$ cat src/rtl/msg_irq_pkg.sv
package msg_irq_pkg;

    typedef enum logic [2:0] {
        IDX_REC  = 3'd0,
        IDX_MASK = 3'd1,
        IDX_PEND = 3'd2,
        IDX_CTRL = 3'd3,
        IDX_TGT  = 3'd4
    } reg_idx_e;

    localparam int BUSERR_BIT = 8;   // control bit that blocks delivery
    localparam int CODE_W     = 5;   // low target bits carried as message data
    localparam int IDX_LSB    = 2;   // word index starts above byte offset
    localparam int IDX_W      = 3;

endpackage

$ cat src/rtl/msg_irq_sync.sv
module msg_irq_sync #(
    parameter int                W       = 32,
    parameter int                STAGES  = 2,
    parameter logic [W-1:0]      VALID   = '1
) (
    input  logic         clk,
    input  logic         rst_n,
    input  logic [W-1:0] req_i,
    output logic [W-1:0] event_o
);

    typedef struct packed {
        logic [STAGES-1:0][W-1:0] chain;
        logic [W-1:0]             prev;
    } sync_t;

    sync_t q, d;

    always_comb begin
        d          = q;
        d.chain[0] = req_i;
        for (int s = 1; s < STAGES; s++) begin
            d.chain[s] = q.chain[s-1];
        end
        d.prev = q.chain[STAGES-1];
    end

    always_ff @(posedge clk or negedge rst_n) begin
        if (!rst_n) q <= '0;
        else        q <= d;
    end

    // rising edge of the synchronised line, listed sources only
    assign event_o = q.chain[STAGES-1] & ~q.prev & VALID;

endmodule

$ cat src/rtl/msg_irq_pick.sv
module msg_irq_pick #(
    parameter int W = 32
) (
    input  logic [W-1:0] vec_i,
    output logic [W-1:0] onehot_o,
    output logic         any_o
);

    // lowest set bit wins
    assign onehot_o = vec_i & (~vec_i + W'(1));
    assign any_o    = |vec_i;

endmodule

$ cat src/rtl/msg_irq_deliver.sv
module msg_irq_deliver #(
    parameter int W      = 32,
    parameter int CODE_W = 5
) (
    input  logic         clk,
    input  logic         rst_n,
    input  logic [W-1:0] enq_i,
    input  logic [W-1:0] tgt_i,
    input  logic         ready_i,
    output logic         valid_o,
    output logic [W-1:0] addr_o,
    output logic [W-1:0] data_o
);

    typedef struct packed {
        logic [W-1:0] send;
        logic         valid;
        logic [W-1:0] addr;
        logic [W-1:0] data;
    } dlv_t;

    dlv_t         q, d;
    logic [W-1:0] pick;
    logic         have;
    logic         free;

    msg_irq_pick #(.W(W)) u_pick (
        .vec_i    (q.send),
        .onehot_o (pick),
        .any_o    (have)
    );

    always_comb begin
        d    = q;
        free = !q.valid || ready_i;
        if (free) begin
            d.valid = have;
            if (have) begin
                d.addr = {tgt_i[W-1:CODE_W], {CODE_W{1'b0}}};
                d.data = {{(W-CODE_W){1'b0}}, tgt_i[CODE_W-1:0]};
            end
        end
        d.send = (q.send & ~(free ? pick : '0)) | enq_i;
    end

    always_ff @(posedge clk or negedge rst_n) begin
        if (!rst_n) q <= '0;
        else        q <= d;
    end

    assign valid_o = q.valid;
    assign addr_o  = q.addr;
    assign data_o  = q.data;

    AST_MSG_HOLD: assert property (@(posedge clk) disable iff (!rst_n)
        (valid_o && !ready_i) |=> (valid_o && $stable(addr_o) && $stable(data_o)));

    AST_PICK_ONEHOT: assert property (@(posedge clk) disable iff (!rst_n)
        $onehot0(pick) && ((pick & ~q.send) == '0));

endmodule

$ cat src/rtl/msg_irq_ctrl.sv
module msg_irq_ctrl
    import msg_irq_pkg::*;
#(
    parameter int                REG_W       = 32,
    parameter int                SYNC_STAGES = 2,
    parameter logic [REG_W-1:0]  VALID_SRC   = 32'h043F_63A0,
    parameter logic [REG_W-1:0]  CPU_BASE    = 32'hFFFA_0000
) (
    input  logic                        clk,
    input  logic                        rst_n,
    input  logic [REG_W-1:0]            irq_req,
    input  logic                        bus_sel,
    input  logic                        bus_wr,
    input  logic [IDX_LSB+IDX_W-1:0]    bus_addr,
    input  logic [REG_W/8-1:0]          bus_be,
    input  logic [REG_W-1:0]            bus_wdata,
    output logic [REG_W-1:0]            bus_rdata,
    output logic                        msg_valid,
    input  logic                        msg_ready,
    output logic [REG_W-1:0]            msg_addr,
    output logic [REG_W-1:0]            msg_data
);

    localparam int               BE_W    = REG_W / 8;
    localparam logic [REG_W-1:0] TGT_RST = CPU_BASE + REG_W'(3);

    typedef struct packed {
        logic [REG_W-1:0] rec;
        logic [REG_W-1:0] mask;
        logic [REG_W-1:0] pend;
        logic [REG_W-1:0] ctrl;
        logic [REG_W-1:0] tgt;
        logic [REG_W-1:0] rdata;
    } regs_t;

    regs_t            q, d;
    logic [REG_W-1:0] evt;
    logic [REG_W-1:0] enq;
    logic [REG_W-1:0] rd_mux;
    reg_idx_e         idx;
    logic             acc_rd, acc_wr, hit_pend;
    logic             unused_bits;

    function automatic logic [REG_W-1:0] merge_bytes(
        input logic [REG_W-1:0] old_v,
        input logic [REG_W-1:0] new_v,
        input logic [BE_W-1:0]  be
    );
        logic [REG_W-1:0] r;
        r = old_v;
        for (int b = 0; b < BE_W; b++) begin
            if (be[b]) r[b*8 +: 8] = new_v[b*8 +: 8];
        end
        return r;
    endfunction

    msg_irq_sync #(
        .W      (REG_W),
        .STAGES (SYNC_STAGES),
        .VALID  (VALID_SRC)
    ) u_sync (
        .clk     (clk),
        .rst_n   (rst_n),
        .req_i   (irq_req),
        .event_o (evt)
    );

    always_comb begin
        idx      = reg_idx_e'(bus_addr[IDX_LSB +: IDX_W]);
        acc_rd   = bus_sel && !bus_wr;
        acc_wr   = bus_sel && bus_wr;
        hit_pend = bus_sel && (idx == IDX_PEND);

        case (idx)
            IDX_REC:  rd_mux = q.rec;
            IDX_MASK: rd_mux = q.mask;
            IDX_PEND: rd_mux = q.pend;
            IDX_CTRL: rd_mux = q.ctrl & (REG_W'(1) << BUSERR_BIT);
            IDX_TGT:  rd_mux = q.tgt;
            default:  rd_mux = '0;
        endcase

        d = q;
        if (acc_rd) d.rdata = rd_mux;

        // any access clears pending, fresh edges survive
        d.pend = (hit_pend ? '0 : q.pend) | evt;
        d.rec  = q.rec | (evt & q.mask);

        if (acc_wr) begin
            case (idx)
                IDX_MASK: d.mask = merge_bytes(q.mask, bus_wdata, bus_be) & VALID_SRC;
                IDX_CTRL: d.ctrl = merge_bytes(q.ctrl, bus_wdata, bus_be);
                IDX_TGT:  d.tgt  = merge_bytes(q.tgt,  bus_wdata, bus_be);
                default: ;
            endcase
        end

        enq = evt & q.mask & {REG_W{~q.ctrl[BUSERR_BIT]}};
    end

    always_ff @(posedge clk or negedge rst_n) begin
        if (!rst_n) begin
            q     <= '0;
            q.tgt <= TGT_RST;
        end else begin
            q <= d;
        end
    end

    msg_irq_deliver #(
        .W      (REG_W),
        .CODE_W (CODE_W)
    ) u_deliver (
        .clk     (clk),
        .rst_n   (rst_n),
        .enq_i   (enq),
        .tgt_i   (q.tgt),
        .ready_i (msg_ready),
        .valid_o (msg_valid),
        .addr_o  (msg_addr),
        .data_o  (msg_data)
    );

    assign bus_rdata   = q.rdata;
    assign unused_bits = ^{q.ctrl, bus_addr[IDX_LSB-1:0]};

    AST_REC_STICKY: assert property (@(posedge clk) disable iff (!rst_n)
        1'b1 |=> ((q.rec & $past(q.rec)) == $past(q.rec)));

    AST_REC_NEEDS_MASK: assert property (@(posedge clk) disable iff (!rst_n)
        1'b1 |=> ((q.rec & ~$past(q.rec) & ~$past(q.mask)) == '0));

    AST_PEND_CLEARED: assert property (@(posedge clk) disable iff (!rst_n)
        (hit_pend && (evt == '0)) |=> (q.pend == '0));

    AST_PEND_LISTED: assert property (@(posedge clk) disable iff (!rst_n)
        (q.pend & ~VALID_SRC) == '0);

endmodule

$ cat config.mk
export PLATFORM = sky130hd
export DESIGN_NAME = msg_irq_ctrl
export DESIGN_NICKNAME = d
export VERILOG_FILES = /design/src/rtl/msg_irq_pkg.sv /design/src/rtl/msg_irq_sync.sv /design/src/rtl/msg_irq_pick.sv /design/src/rtl/msg_irq_deliver.sv /design/src/rtl/msg_irq_ctrl.sv
export SDC_FILE = /design/constraint.sdc
export NUM_CORES = 1
export LEC_CHECK = 0
export ABC_AREA = 1
export BUFFER_PORTS_ARGS = -buffer_cell sky130_fd_sc_hd__buf_4
export CAP_MARGIN = 20
export CORE_ASPECT_RATIO = 1.5
export CORE_MARGIN = 2
export CORE_UTILIZATION = 40
export DETAILED_ROUTE_END_ITERATION = 12
export HOLD_SLACK_MARGIN = 0.02
export SYNTH_ARGS = -nofsm -noshare
export SYNTH_HDL_FRONTEND = slang
export SYNTH_HIERARCHICAL = 1
export SYNTH_SLANG_ARGS = --single-unit
$ cat constraint.sdc
create_clock -name clk -period 1.5 [get_ports clk]
set_input_delay 0.15 -clock clk [delete_from_list [all_inputs] [get_ports clk]]
set_output_delay 0.15 -clock clk [all_outputs]
set_load 0.01 [all_outputs]
==> metrics.cfg, run 1 <==
[clocking]
path_clk_slew_ns=0.07
insertion_delay_ns=0.53
h-tree-depth=1
clock_sinks=227
cts_tree=built
cts_buffers=23
cts_root_buffer=clkbuf_16
cts_buffer_depth=3

[logic_synthesis]
synth_area_leaders=dfrtp_1 (50%), nand2_1 (14%), buf_4 (8.5%)
synth_seq_cells=227
yosysTopAreaCell=dfrtp_1
synth.top_cell.area_share=0.4961
syn_area_sq_um=10640
synth-edff-count=0
yosysWarnings=6
syn_inst=1264
synthTopCellsByCount=nand2_1 (383), dfrtp_1 (211), inv_1 (140)
async_reset_ff_frac=1.000
ys_types=28
syn_avg_cell_area_sq_um=8.421
synth.yosys.seq_area_share=0.5356
synthFlopType=dfrtp_1
yosysMostFrequentCell=nand2_1

[grt]
grt_pass1_vias=8433
grt_pass1_wl_um=43350
grt_overflow=0
antenna_found_initial=1
grt_use_total=0.1972
grt_max_degree=53

[place]
hpwl_um=18880
post-place-ws_ns=-0.1196
place_congestion=0.8483
port_buffers=121

[worst_setup_path]
cp.depth=9
r2r_slack_ns=-0.03
crit_family=simple AND/OR/NAND/NOR gates
crit_type=reg2reg
startpoint=u_deliver/q[65]
required_ns=1.92
worst-path-max-fanout=32
slowest_delay_ns=0.39
path_buf_inv=2
start_kind=flop
arrival_ns=1.95
worst_r2r_path_depth=9
path_cells=nor2_2, nand2_2, nor2_4, inv_2, nor2_4, nand2_4, buf_12, nand3_1, nand2_1
cp-end-kind=flop
cp_slowest_cell=dfrtp_1
rr_endpoint=u_deliver/data_o[2]
crit_top_cell=nor2_4
r2r_start=u_deliver/q[65]

[floorplan]
fp.dieH_um=203.8
io_pins=175
rows=73
die_w_um=137.2
core_sq_um=26310
initial_core_util=0.4046
design.die.area_sq_um=27960

[pwr]
p_per_area_nw_per_um2=1163
p_sw_w=0.004199
pwr-share-clk=0.390
netSwitchingFraction=0.2666
ir_drop_mv=0.7930
power_w=0.01575
p_leak_nw=6.871
internal_power_w=0.01155
combPwrFrac=0.140
pwr-share-seq=0.469

[timing]
skew_ns=0.01119
maxSlewViolCount=0
period_minus_slack_ns=1.530
timing.slew.headroom=0.5364
max_freq_mhz=653.7
worst_slack_ns=-0.02975
worstMarginPinSlew_ns=0.6954
rsz0062_at_grt=true
setup_violations=32
fin_crit_sh=1.020
finalHoldViolCount=0

[flow_run]
cap_violations=0

[worst_hold_path]
hp-start=bus_be[1]
hold_path_class=in2reg
hold_path_end=q[72]
hold_depth=5

[routing]
drtIter0Drc=542
dr_total_vias=8408
ant_nets=0
drt_wl_total_um=26510
wl_per_cell_um=14.53
dr.pass1.iters=5
drc=0
post_drt_via_cell_ratio=4.610

[run_status]
failed_checks=setup timing
status=complete, but fails checks

[final_layout]
nets=1547
area_delta_synth_final_pct=27.27
drive_gt1_frac=0.2402

[cell families after synthesis]
| kind of cell | count (synthesis) | synth area share |
|---|---|---|
| other cells | 3 | 0.001058 |
| flops | 227 | 0.5356 |
| compound gates | 120 | 0.06489 |
| buf+inv | 304 | 0.1569 |
| simple gates | 610 | 0.2416 |
[area by class of cell]
class / count / area [sq um]
diodes: 1 / 2.502
clock buffers: 29 / 648.1
clock inverters: 13 / 172.7
fillers: 2495 / 12760
inverters: 145 / 544.3
multi-input cells: 800 / 3741
flip-flops and latches: 227 / 5700
well taps: 337 / 421.7
repair buffers: 272 / 2316
[timing repair]
item / in CTS / in global routing
resized for setup: 17 / 50
hold buffers: 50 / 0
endpoints found under the hold margin: 276 / 0
buffers inserted: 6 / 2
pin swaps: 8 / 16
endpoints found under the setup margin: 35 / 54
cloned: 1 / 0
[power by group through the flow]
stage                     combinational [W]  sequential (W)  clock (W)
after detailed placement            0.00212         0.00749          0
after global placement              0.00208         0.00749          0
after global routing                0.00250         0.00748    0.00653
after floorplan                     0.00161         0.00730          0
after CTS                           0.00225         0.00739    0.00629
final                               0.00221         0.00739    0.00615
[worst max-delay path by stage]
| stage | end | slack, ns |
|---|---|---|
| finish | u_deliver/data_o[2] | -0.03 |
| global route | u_deliver/addr_o[23] | -0.14 |
| CTS | u_deliver/addr_o[23] | -0.07 |
| detailed placement | u_deliver/data_o[2] | -0.12 |
| global placement | u_deliver/addr_o[26] | -0.11 |
| floorplan | u_deliver/valid_o | -0.02 |
[flip-flops by register name, summed over array words and instances, names as in the netlist]
register	count
q	91
bus_rdata	32
u_deliver/q	32
u_deliver/addr_o	27
u_sync/d	26
u_sync/q	13
u_deliver/data_o	5
u_deliver/valid_o	1
[cells in the final DEF (no fill, tap or decap), types with 2 or more instances in the layout]
| cell | n |
|---|---|
| a21oi_1 | 6 |
| buf_12 | 11 |
| buf_4 | 209 |
| bufinv_16 | 3 |
| clkbuf_16 | 23 |
| clkbuf_8 | 5 |
| clkinv_2 | 2 |
| clkinvlp_4 | 4 |
| conb_1 | 70 |
| dfrtp_1 | 211 |
| dfstp_2 | 16 |
| dlygate4sd3_1 | 50 |
| inv_1 | 139 |
| inv_2 | 6 |
| inv_6 | 2 |
| nand2_1 | 376 |
| nand2_2 | 5 |
| nand2_4 | 6 |
| nand3_1 | 79 |
| nand3_2 | 4 |
| nand3_4 | 4 |
| nand4_1 | 20 |
| nor2_1 | 46 |
| nor2_2 | 43 |
| nor2_4 | 9 |
| nor3_1 | 14 |
| nor3b_1 | 2 |
| o21ai_0 | 50 |
| o21ai_1 | 25 |
| o21bai_1 | 33 |
| o22ai_1 | 6 |
[worst register-to-register path, cell delays in order, from the launching register on]
cell,delay [ns]
dfrtp_1,0.39
nor2_2,0.16
nand2_2,0.10
nor2_4,0.15
inv_2,0.07
nor2_4,0.12
nand2_4,0.08
buf_12,0.18
nand3_1,0.12
nand2_1,0.06
[metal layers]
layer,vias to the layer above,global-route usage,wire [um]
li1,4156,-,-
met1,3992,0.2463,11080
met2,203,0.3472,13440
met3,57,0.02088,1031
met4,0,0.07548,949
met5,-,0,0
[metrics by stage]
step,hold slack (ns),instance area (sq um),setup TNS (ns),util,instances
finish,0.06042,13550,-0.4747,0.5150,1824
global route,0.09789,13550,-4.310,0.5150,1824
CTS,0.03540,13360,-1.423,0.5080,1822
detailed placement,0.09131,11930,-3.180,0.4535,1724
global placement,0.08320,11930,-3.009,0.4535,1724
floorplan,-0.1456,10900,-0.2953,-,1331
(Power assumes the default switching activity.)
==> inputs of run 2 (changes only) <==
==> constraint.sdc (replaced) <==
create_clock -name clk -period 1.5 [get_ports clk]
set_input_delay 0.075 -clock clk [delete_from_list [all_inputs] [get_ports clk]]
set_output_delay 0.075 -clock clk [all_outputs]
set_load 0.01 [all_outputs]
==> run 2 against run 1 <==
The run still ends with setup timing left. Non-clock buffer count down 1. Flip-flop and latch count unchanged. Clock skew decreased by 0.0032 ns. Critical path depth is 2 higher. Hold slack worse by 0.013 ns. Die area unchanged. Cell count is 0.16% lower. Core utilization fell by 0.26 points. Total power is 4.1% lower. First-iteration DRC count decreased by 3.3%. Count of clock-buffer cells in the layout up 5.
==> metrics.cfg, run 2 (same netlist as run 1, synthesis figures left out) <==
[timing]
finalHoldViolCount=0
worst_slack_ns=-0.1486
rsz0062_at_grt=true
fin_crit_sh=1.099
fin_setup_tns_ns=-4.456
period_minus_slack_ns=1.649
max_freq_mhz=606.6
timing.slew.headroom=0.5406
skew_ns=0.007944
maxSlewViolCount=0
setup_violations=41
worstMarginPinSlew_ns=0.6891

[floorplan]
io_pins=175
die_w_um=137.2
design.die.area_sq_um=27960
fp.dieH_um=203.8
rows=73
core_sq_um=26310
initial_core_util=0.4046

[clocking]
cts_root_buffer=clkbuf_16
cts_buffer_depth=3
cts_buffers=23
h-tree-depth=1
cts_tree=built
clock_sinks=227
insertion_delay_ns=0.52
path_clk_slew_ns=0.06

[worst_hold_path]
hold_depth=5
hold_path_class=in2reg
hold_path_end=bus_rdata[21]
hp-start=bus_addr[3]

[worst_setup_path]
required_ns=1.96
worst-path-max-fanout=7
r2r_slack_ns=-0.15
cp_slowest_cell=dfrtp_1
crit_type=reg2reg
slowest_delay_ns=0.40
arrival_ns=2.10
start_kind=flop
worst_r2r_path_depth=11
path_cells=nor2_2, nand2_2, nor2_4, inv_2, nor2_4, nand2_4, buf_6, nand2_8, buf_12, nand2_2, nand2_2
cp-end-kind=flop
crit_family=simple AND/OR/NAND/NOR gates
path_buf_inv=3
r2r_start=u_deliver/q[71]
rr_endpoint=u_deliver/addr_o[25]
crit_top_cell=nand2_2

[final_layout]
final_cell_mix=nand2_1 (360), dfrtp_1 (211), buf_4 (198)
drive_gt1_frac=0.2352
final_common_cell=nand2_1
nets=1546
regMostFlops=q
largest_reg_flops=91
area_delta_synth_final_pct=26.62
antenna_cells=0
fin_util=0.5124

[routing]
drtIter0Drc=524
dr.pass1.iters=7
drc=0
post_drt_via_cell_ratio=4.633
dr_total_vias=8436
ant_nets=0
wl_per_cell_um=15.21
drt_wl_total_um=27700

[run_status]
status=complete, but fails checks
failed_checks=setup timing

[pwr]
pwr-share-seq=0.491
p_per_area_nw_per_um2=1120
netSwitchingFraction=0.2736
internal_power_w=0.01097
ir_drop_mv=0.5892
combPwrFrac=0.151
p_leak_nw=6.802
pwr-share-clk=0.359
p_sw_w=0.004132

[grt]
grt_use_total=0.2072
grt_pass1_wl_um=45060
grt_pass1_vias=8579
grt_overflow=0
grt_max_degree=49
antenna_found_initial=0

[flow_run]
cap_violations=0

[place]
post-place-ws_ns=-0.2713
hpwl_um=19240
port_buffers=121
place_congestion=0.8454

-- run 2: cell types whose count changed in the layout (fill, tap and decap cells not counted), sizes merged --
cell	change
bufinv	-3
buf	-5
clkbuf	+5
clkinvlp	-2
inv	-1
dlygate4sd3	+4
diode	-1
-- run 2: how the worst max path moves through the flow --
stage / startpoint / to / slack [ns] / depth (start not counted)
after detailed placement: u_deliver/q[83] / u_deliver/addr_o[25] / -0.27 / 10
after CTS: u_deliver/q[65] / u_deliver/addr_o[25] / -0.12 / 11
after global placement: u_deliver/q[83] / u_deliver/valid_o / -0.16 / 9
final: u_deliver/q[71] / u_deliver/addr_o[25] / -0.15 / 11
after floorplan: u_deliver/q[66] / u_deliver/valid_o / -0.02 / 10
after global routing: u_deliver/q[88] / u_deliver/addr_o[28] / -0.27 / 11
-- run 2: stage by stage --
stage	hold WS, ns	total power (W)	instances	instance area [sq um]
2_1_floorplan	-0.2206	0.008910	1331	10900
3_5_place_dp	0.01339	0.009608	1716	11880
4_1_cts	0.03242	0.01524	1820	13340
5_1_grt	0.07988	0.01587	1821	13480
6_report	0.04708	0.01510	1821	13480
3_3_place_gp	0.009127	0.009571	1716	11880
-- run 2: worst reg2reg max path: stages, from the launching register on --
cell and delay [ns]:
dfrtp_1 0.40, nor2_2 0.16, nand2_2 0.08, nor2_4 0.15, inv_2 0.07, nor2_4 0.12, nand2_4 0.08, buf_6 0.14
nand2_8 0.12, buf_12 0.16, nand2_2 0.06, nand2_2 0.06
-- run 2: metal layers --
layer  up-vias  wire length, um  global-route usage
met3        49             1117             0.02337
li1       4148                -                   -
met4         0              873             0.07806
met5         -                0                   0
met1      4005            11370              0.2563
met2       234            14330              0.3669
-- run 2: layout make-up --
cell class / instances / area, sq um
repair buffers: 271 / 2385
clock buffers: 34 / 646.9
multi-input cells: 800 / 3734
inverters: 145 / 544.3
clock inverters: 7 / 46.29
well taps: 337 / 421.7
flip-flops and latches: 227 / 5700
fillers: 2500 / 12830
-- run 2: what timing repair did --
action | in CTS | in global routing
hold buffers | 54 | 0
hold endpoints to repair | 283 | 0
gates resized for setup | 35 | 36
pin swaps | 12 | 14
buffers inserted | 6 | 2
cloned | 3 | 0
setup endpoints to repair | 37 | 56
-- run 2: power groups by stage --
stage	clock network (W)	logic [W]	registers (W)
global placement	0	0.00207	0.00750
finish	0.00541	0.00227	0.00741
CTS	0.00555	0.00229	0.00741
global route	0.00581	0.00256	0.00750
detailed placement	0	0.00211	0.00749
floorplan	0	0.00161	0.00730
